<file path="src/rtl/dbell_pkg.sv">
package dbell_pkg;
  localparam int WORD_W   = 32;
  localparam int IDX_W    = 6;   // word index = byte address [7:2]
  localparam int DEST_LSB = 16;  // doorbell destination field [31:16]
  localparam int DEST_W   = 16;
  localparam int VEC_W    = 8;   // doorbell vector field [7:0]

  localparam logic [IDX_W-1:0] IDX_MASK = 6'd0;
  localparam logic [IDX_W-1:0] IDX_STAT = 6'd1;
  localparam logic [IDX_W-1:0] IDX_POS  = 6'd2;
  localparam logic [IDX_W-1:0] IDX_BELL = 6'd3;

  typedef struct packed {
    logic mask;
    logic stat;
    logic pos;
    logic bell;
  } reg_sel_t;
endpackage

</file>
<file path="src/rtl/dbell_addr_dec.sv">
module dbell_addr_dec
  import dbell_pkg::*;
(
  input  logic [IDX_W-1:0] word_idx,
  output reg_sel_t         sel
);
  always_comb begin
    sel      = '0;
    sel.mask = (word_idx == IDX_MASK);
    sel.stat = (word_idx == IDX_STAT);
    sel.pos  = (word_idx == IDX_POS);
    sel.bell = (word_idx == IDX_BELL);
  end
endmodule

</file>
<file path="src/rtl/dbell_irq_regs.sv">
module dbell_irq_regs
  import dbell_pkg::*;
#(
  parameter int EVT_W = 8
) (
  input  logic              clk,
  input  logic              rst_n,
  input  logic              mask_we,
  input  logic              stat_we,
  input  logic              stat_rd,
  input  logic [WORD_W-1:0] wdata,
  input  logic              evt_valid,
  input  logic [EVT_W-1:0]  evt_value,
  output logic [WORD_W-1:0] mask_q,
  output logic [WORD_W-1:0] stat_q,
  output logic              irq_q
);
  logic [WORD_W-1:0] stat_d;
  logic              stat_en;
  logic              irq_d;

  always_comb begin
    stat_en = evt_valid | stat_we | stat_rd;
    if (evt_valid)    stat_d = {{(WORD_W-EVT_W){1'b0}}, evt_value};
    else if (stat_we) stat_d = wdata;
    else              stat_d = '0;
    irq_d = |(stat_q & mask_q);
  end

  always_ff @(posedge clk or negedge rst_n) begin
    if (!rst_n) begin
      mask_q <= '0;
      stat_q <= '0;
      irq_q  <= 1'b0;
    end else begin
      if (mask_we) mask_q <= wdata;
      if (stat_en) stat_q <= stat_d;
      irq_q <= irq_d;
    end
  end
endmodule

</file>
<file path="src/rtl/dbell_door_chk.sv">
module dbell_door_chk
  import dbell_pkg::*;
#(
  parameter int NUM_PEERS = 4,
  parameter int CNT_W     = 8
) (
  input  logic                       clk,
  input  logic                       rst_n,
  input  logic                       bell_we,
  input  logic [WORD_W-1:0]          wdata,
  input  logic [DEST_W-1:0]          max_peer,
  input  logic [NUM_PEERS*CNT_W-1:0] peer_vec_cnt,
  output logic                       notify_valid,
  output logic [DEST_W-1:0]          notify_dest,
  output logic [VEC_W-1:0]           notify_vector
);
  localparam int CMP_W = (CNT_W > VEC_W) ? CNT_W : VEC_W;

  logic [CNT_W-1:0]  cnt_arr [NUM_PEERS];
  logic [DEST_W-1:0] dest;
  logic [VEC_W-1:0]  vec;
  logic [CNT_W-1:0]  sel_cnt;
  logic              in_table;
  logic              accept;

  for (genvar p = 0; p < NUM_PEERS; p++) begin : g_unpack
    assign cnt_arr[p] = peer_vec_cnt[p*CNT_W +: CNT_W];
  end

  always_comb begin
    dest     = wdata[DEST_LSB +: DEST_W];
    vec      = wdata[VEC_W-1:0];
    sel_cnt  = '0;
    in_table = 1'b0;
    for (int p = 0; p < NUM_PEERS; p++) begin
      if (dest == DEST_W'(p)) begin
        sel_cnt  = cnt_arr[p];
        in_table = 1'b1;
      end
    end
    accept = bell_we && in_table && (dest <= max_peer) &&
             (CMP_W'(vec) < CMP_W'(sel_cnt));
  end

  always_ff @(posedge clk or negedge rst_n) begin
    if (!rst_n) begin
      notify_valid  <= 1'b0;
      notify_dest   <= '0;
      notify_vector <= '0;
    end else begin
      notify_valid <= accept;
      if (accept) begin
        notify_dest   <= dest;
        notify_vector <= vec;
      end
    end
  end
endmodule

</file>
<file path="src/rtl/dbell_regblk.sv">
module dbell_regblk
  import dbell_pkg::*;
#(
  parameter int NUM_PEERS = 4,
  parameter int CNT_W     = 8,
  parameter int EVT_W     = 8
) (
  input  logic                       clk,
  input  logic                       rst_n,
  input  logic                       bus_wr_en,
  input  logic                       bus_rd_en,
  input  logic [7:0]                 bus_addr,
  input  logic [WORD_W-1:0]          bus_wdata,
  output logic [WORD_W-1:0]          bus_rdata,
  input  logic                       shm_mapped,
  input  logic [DEST_W-1:0]          own_id,
  input  logic [DEST_W-1:0]          max_peer,
  input  logic [NUM_PEERS*CNT_W-1:0] peer_vec_cnt,
  input  logic                       evt_valid,
  input  logic [EVT_W-1:0]           evt_value,
  output logic                       irq,
  output logic                       notify_valid,
  output logic [DEST_W-1:0]          notify_dest,
  output logic [VEC_W-1:0]           notify_vector
);
  reg_sel_t          sel;
  logic [WORD_W-1:0] mask_q;
  logic [WORD_W-1:0] stat_q;
  logic [WORD_W-1:0] rdata_d;

  dbell_addr_dec u_dec (
    .word_idx (bus_addr[7:2]),
    .sel      (sel)
  );

  dbell_irq_regs #(.EVT_W(EVT_W)) u_irq (
    .clk       (clk),
    .rst_n     (rst_n),
    .mask_we   (bus_wr_en & sel.mask),
    .stat_we   (bus_wr_en & sel.stat),
    .stat_rd   (bus_rd_en & sel.stat),
    .wdata     (bus_wdata),
    .evt_valid (evt_valid),
    .evt_value (evt_value),
    .mask_q    (mask_q),
    .stat_q    (stat_q),
    .irq_q     (irq)
  );

  dbell_door_chk #(.NUM_PEERS(NUM_PEERS), .CNT_W(CNT_W)) u_bell (
    .clk           (clk),
    .rst_n         (rst_n),
    .bell_we       (bus_wr_en & sel.bell),
    .wdata         (bus_wdata),
    .max_peer      (max_peer),
    .peer_vec_cnt  (peer_vec_cnt),
    .notify_valid  (notify_valid),
    .notify_dest   (notify_dest),
    .notify_vector (notify_vector)
  );

  always_comb begin
    rdata_d = '0;
    if (sel.mask) rdata_d = mask_q;
    if (sel.stat) rdata_d = stat_q;
    if (sel.pos)  rdata_d = shm_mapped ? {{(WORD_W-DEST_W){1'b0}}, own_id} : '1;
  end

  always_ff @(posedge clk or negedge rst_n) begin
    if (!rst_n)         bus_rdata <= '0;
    else if (bus_rd_en) bus_rdata <= rdata_d;
  end
endmodule

</file>
<file path="config.mk">
export PLATFORM = sky130hd
export DESIGN_NAME = dbell_regblk
export DESIGN_NICKNAME = d
export VERILOG_FILES = /design/src/rtl/dbell_pkg.sv /design/src/rtl/dbell_addr_dec.sv /design/src/rtl/dbell_irq_regs.sv /design/src/rtl/dbell_door_chk.sv /design/src/rtl/dbell_regblk.sv
export SDC_FILE = /design/constraint.sdc
export NUM_CORES = 1
export LEC_CHECK = 0
export ABC_AREA = 1
export BUFFER_PORTS_ARGS = -buffer_cell sky130_fd_sc_hd__buf_4
export CAP_MARGIN = 20
export CORE_MARGIN = 2
export CORE_UTILIZATION = 45
export DETAILED_ROUTE_END_ITERATION = 16
export PLACE_DENSITY = 0.73
export SLEW_MARGIN = 20
export SYNTH_ARGS = -nofsm -noshare
export SYNTH_HDL_FRONTEND = slang
export SYNTH_SLANG_ARGS = --single-unit
export TNS_END_PERCENT = 20
</file>
<file path="constraint.sdc">
create_clock -name clk -period 1.1 [get_ports clk]
set_input_delay 0.055 -clock clk [delete_from_list [all_inputs] [get_ports clk]]
set_output_delay 0.055 -clock clk [all_outputs]
set_load 0.01 [all_outputs]
</file>
[After elaboration in Yosys (flattened, before gate mapping)]
Index checks and enable logic that the tools add are counted.
Storage, ports and cells
  bits in registers: 122
  output and inout port bits: 58
  ROM bits: 0
  logic and storage cells: 42
  latch bits: 0
  RAM bits: 0
  memories kept: 0
Operators by class
  equality and inequality tests: 6
  divide/modulo/power cells: 0
  add/sub/neg operators: 0
  magnitude comparators: 2
  muxes and demuxes: 14
  shift-type cells: 0
  reduce and logical (&&, ||, !) cells: 6
  bitwise gates (word level): 7
  multipliers: 0
Operator list (number)
  2-to-1 mux 32 bit: 6
  AND 32 bit: 1
  equality test 16 x 2 -> 1 bit (second input constant): 2
  2-to-1 mux 8 bit: 4
  OR reduction 32 bit: 1
  equality test 16 x 1 -> 1 bit (second input constant): 1
  less-or-equal comparator 16 bit: 1
  logical NOT 16 bit: 1
  equality test 6 x 2 -> 1 bit (second input constant): 2
  < comparator 8 bit: 1
  equality test 6 x 1 -> 1 bit (second input constant): 1
  logical NOT 6 bit: 1
  AND 1 bit: 4
  2-to-1 mux 1 bit: 4
  logical AND 1 bit: 3
  OR 1 bit: 2

[Logic depth before layout (Yosys ltp)]
  depth after elaboration: 8
  depth in mapped cells: 19
  mapped depth without buffers: 18

[Modules after synthesis]
Synthesis repeated with hierarchy kept, for this count alone.
Second synthesis, totals
  cell total of the unflattened synthesis: 865
  area, all modules: 6982.9 um2
Modules (own cells, without submodules)
  dbell_irq_regs: area an instance 2797.7 um2, times used 1, sequential area each 1626.6 um2, cells each 308
  dbell_door_chk: area an instance 2083.2 um2, times used 1, sequential area each 625.6 um2, cells each 254
  dbell_regblk: area an instance 2045.7 um2, times used 1, sequential area each 800.8 um2, cells each 290
  dbell_addr_dec: area an instance 56.3 um2, times used 1, sequential area each 0.0 um2, cells each 13

[Worst setup path before layout]
OpenSTA, ideal clock, no wires.
  path kind: input port to flip-flop
  start: in bus_wdata[26]
  end: reg u_bell.notify_dest[10]
  path slack: -1.474 ns
  data arrival time: 2.458 ns
  stages: 19
  setup time: 0.116 ns
  cells stage by stage: nor2_1 > nand2_1 > nor2_4 > buf_4 > nand4_1 > inv_1 > a21oi_1 > nand3_1 > o21ai_0 > ha_1 > a2111oi_0 > nand3_1 > nor3_2 > nand2_1 > clkinv_2 > nand2_4 > inv_6 > buf_12 > nor2_4
On the way
  longest elaborated chain between the ends: 8
  elaborated cells between the ends (all ways): 17
  classes of those cells: order compare: 2; eq/ne: 3; mux: 8; reduce/logical: 4
Ends and longest elaborated chain
  start, declared: RTL line dbell_regblk.sv:13  | input logic [WORD_W-1:0] bus_wdata,
  branches (longest 7 deep; another with < comparator 8 bit)
  logical AND 1 bit (*): RTL line dbell_door_chk.sv:41  | accept = bell_we && in_table && (dest <= max_peer) &&
  net u_bell.accept: RTL line dbell_door_chk.sv:24  | logic accept;
  end signal, assigned: RTL line dbell_door_chk.sv:53  | notify_dest <= dest;
  end, declared: RTL line dbell_door_chk.sv:14  | output logic [DEST_W-1:0] notify_dest,
Mark *: on every way through the listed nets, which the timed path passes.
A chain may end at the register's enable or synchronous reset.

[Worst setup path after layout]
  start: in bus_wdata[30]
  end: reg u_bell.notify_vector[6]
On the way
  longest elaborated chain between the ends: 8
  elaborated cells between the ends (all ways): 17
  classes of those cells: order compare: 2; eq/ne: 3; mux: 8; reduce/logical: 4
Ends and longest elaborated chain
  branches (longest 7 deep; another with < comparator 8 bit)
  logical AND 1 bit (*): RTL line dbell_door_chk.sv:41
  end signal, assigned: RTL line dbell_door_chk.sv:54  | notify_vector <= vec;
  end, declared: RTL line dbell_door_chk.sv:15  | output logic [VEC_W-1:0] notify_vector
Every way passes the cells marked *.

==> results.py <==
metrics = {
    "outcome": {
        "status": "finished, violations left",
        "violations": "negative hold slack, negative setup slack",
    },
    "cts": {
        "clockRootBuffer": "clkbuf_16",
        "clock_latency_ns": 0.42,
        "path_clk_slew_ns": 0.06,
        "cts.path.max_buffers": 2,
        "htree_levels": 4,
        "clock_sinks": 122,
        "cts_made_buffers": 17,
        "cts_tree": "done",
    },
    "detailed_routing": {
        "ant_nets": 0,
        "drt-vias-per-instance": 5.23,
        "routedWlPerCell_um": 15.4,
        "drt_first_pass_iters": 6,
        "vias": 6465,
        "drc": 0,
        "drt_iter0_markers": 582,
        "routed_wl_um": 19000,
    },
    "die": {
        "die_y_um": 122,
        "die_w_um": 122,
        "core_um2": 13700,
        "initial_core_util": 0.456,
        "ios": 176,
        "die_area_um2": 14900,
        "num_rows": 43,
    },
    "cells_and_area": {
        "stdcell_area_um2": 9840,
        "drive_gt1_frac": 0.388,
        "area_delta_synth_final_pct": 57.3,
        "n_antenna_cell": 0,
        "final_common_cell": "buf_4",
        "layout_common_cells": "285 x buf_4, 122 x dfrtp_1, 118 x nand2_1, 87 x inv_1, 72 x o21ai_0",
        "final_net_count": 1185,
        "fin_util": 0.717,
        "fill_cells": 1008,
    },
    "worst_setup_path": {
        "crit_required_ns": 1.41,
        "worstPathCellList": "buf_8, nor2_4, nand2_2, nor2_4, nand2_2, nor3_4, a21oi_2, nand3_1, o21ai_1, ha_1, a2111oi_4, nand3_1, nor3_2, nand2_1, clkinv_2, nand2_4, buf_6, nand2_2, nand2_1",
        "cp.arrival_ns": 2.39,
        "crit_top_cell": "nand2_2",
        "r2r_slack_ns": -0.22,
        "cp-start-kind": "input pin",
        "cp_top_family": "simple AND/OR/NAND/NOR gates",
        "slowest_stage": "ha_1",
        "end_kind": "register",
        "path_max_fanout": 6,
        "cp_num_buf_inv": 3,
        "cp_slowest_stage_delay_ns": 0.32,
        "critical_path_class": "in -> reg",
    },
    "power_and_ir_drop": {
        "ir_drop_uv": 1200,
        "powerDensity_nw_per_um2": 1240,
        "power.leakage_uw": 0.00510,
        "power_uw": 12200,
    },
    "grt": {
        "grt_overflow": 0,
        "grt_max_degree": 37,
        "antenna_found_initial": 0,
        "grt_pass1_wl_um": 30800,
        "grt_util_all_layers": 0.266,
        "first_global_vias": 6536,
    },
    "timing": {
        "rsz0062_at_grt": "yes",
        "min_period_ns": 2.07,
        "clock.fmax_ghz": 0.482,
        "finalHoldViolations": 1,
        "tightest_slew_ns": 0.309,
        "clock_skew_ns": 0.00652,
        "hold_slack_ns": -0.000823,
        "setup_violations": 26,
        "timing.setup.tns_ns": -23.94,
        "max-slew-margin-rel": 0.794,
        "slew_viol_final": 0,
        "setup_ws_ns": -0.975,
        "period_share": 1.89,
    },
    "synthesis": {
        "synth.distinct_cells": 39,
        "synthArstFlopShare": 1.00,
        "synth_area_um2": 6260,
        "syn_nets": 872,
        "synth.ff_latch_count": 122,
        "synth_edf_count": 0,
        "syn_avg_cell_area_um2": 8.56,
        "synth_warnings": 0,
        "seq_area_frac_synth": 0.488,
        "ys.flop_type": "dfrtp_1",
        "synthCells": 731,
    },
    "flow_run": {
        "drv_cap": 0,
    },
    "placement": {
        "port-buffer-count": 173,
        "gp_congestion": 0.901,
        "dp_hpwl_um": 13600,
        "place_area_um2": 8770,
    },
    "worst_hold_path": {
        "hp-class": "in -> reg",
    },
}
[Yosys cell counts (2+ instances only)]
master      n  share of area
nor3_1      2         0.0016
a221oi_1   37          0.052
nor2_4     10          0.018
nor2_2      3         0.0030
nor3_2      3         0.0048
inv_1      89          0.053
o211ai_1    9          0.011
dfrtp_1   122           0.49
ha_1       23          0.046
buf_4       3         0.0036
nand4_1     7         0.0070
nor2_1     56          0.034
clkbuf_1   27          0.016
o21ai_0    76          0.061
nand2_2     2         0.0020
buf_1       3         0.0018
inv_2       3         0.0018
nand3_2     2         0.0032
nand2_1   132          0.079
nand3_1    58          0.046
clkinv_2    2         0.0016
a22o_1      6         0.0084
o21ai_1     7         0.0056
a21oi_1    34          0.027
[cell families after synthesis]
group,Yosys count,share of synthesized area
buffers and inverters,132,0.0862
flip-flops,122,0.488
AO/OA/AOI/OAI,174,0.171
AND/OR/NAND/NOR,280,0.209
adder cells (fa/ha/maj),23,0.0460
[tightest hold or removal path, cell delays in order]
cell and delay (ns):
buf_4 0.12, nand2_1 0.07, o211ai_1 0.13
[timing repair]
item	in CTS	in global routing
cloned	0	0
resized for setup	29	29
setup buffers	1	3
hold buffers	23	0
pin swaps	1	4
hold endpoints to repair	151	0
setup endpoints to repair	82	120
[path summary, 6_finish.rpt]
kind	start	end	cells past startpoint
min	evt_valid	u_irq.stat_q[7]	3
max reg2reg	u_irq.stat_q[23]	u_irq.irq_q	4
max	bus_wdata[30]	u_bell.notify_vector[6]	19
max in group asynchronous	rst_n	u_irq.mask_q[20]	3
min in group asynchronous	rst_n	u_irq.mask_q[26]	2
min reg2reg	u_bell.notify_vector[5]	u_bell.notify_vector[5]	2
[through the flow]
step	instances	setup WS, ns
floorplan	731	-1.34
detailed placement	1178	-1.45
finish	1237	-0.975
CTS	1234	-0.951
global placement	1178	-1.39
global route	1237	-1.17
[power by group]
group	internal, uW	leakage (uW)	switching, uW
registers	4740	0.00157	161
clock network	3390	0.000278	2090
logic	989	0.00325	874
total	9120	0.00510	3130
[flip-flops by register name, summed over array words and instances (netlist names)]
register and cells:
u_bell.notify_dest 16, u_bell.notify_valid 1, u_irq.mask_q 32, u_bell.notify_vector 8, u_irq.stat_q 32, bus_rdata 32
u_irq.irq_q 1
[layer usage]
layer  global-route usage  part of all wire  vias to the layer above
li1                     -                 -                     3106
met1                0.336              0.42                     3020
met2                0.443              0.49                      275
met3               0.0478             0.059                       64
met4                0.124             0.036                        0
met5                    0                 0                        -
[area by class of cell]
type,count,area (um^2),share of cell area
flip-flops and latches,122,3050,0.310
inverters,96,370,0.0376
clock buffers,18,439,0.0446
well taps,180,225,0.0229
multi-input cells,477,2890,0.293
clock inverters,14,149,0.0151
repair buffers,330,2720,0.276
No activity file was read; power rests on OpenSTA's default activity.
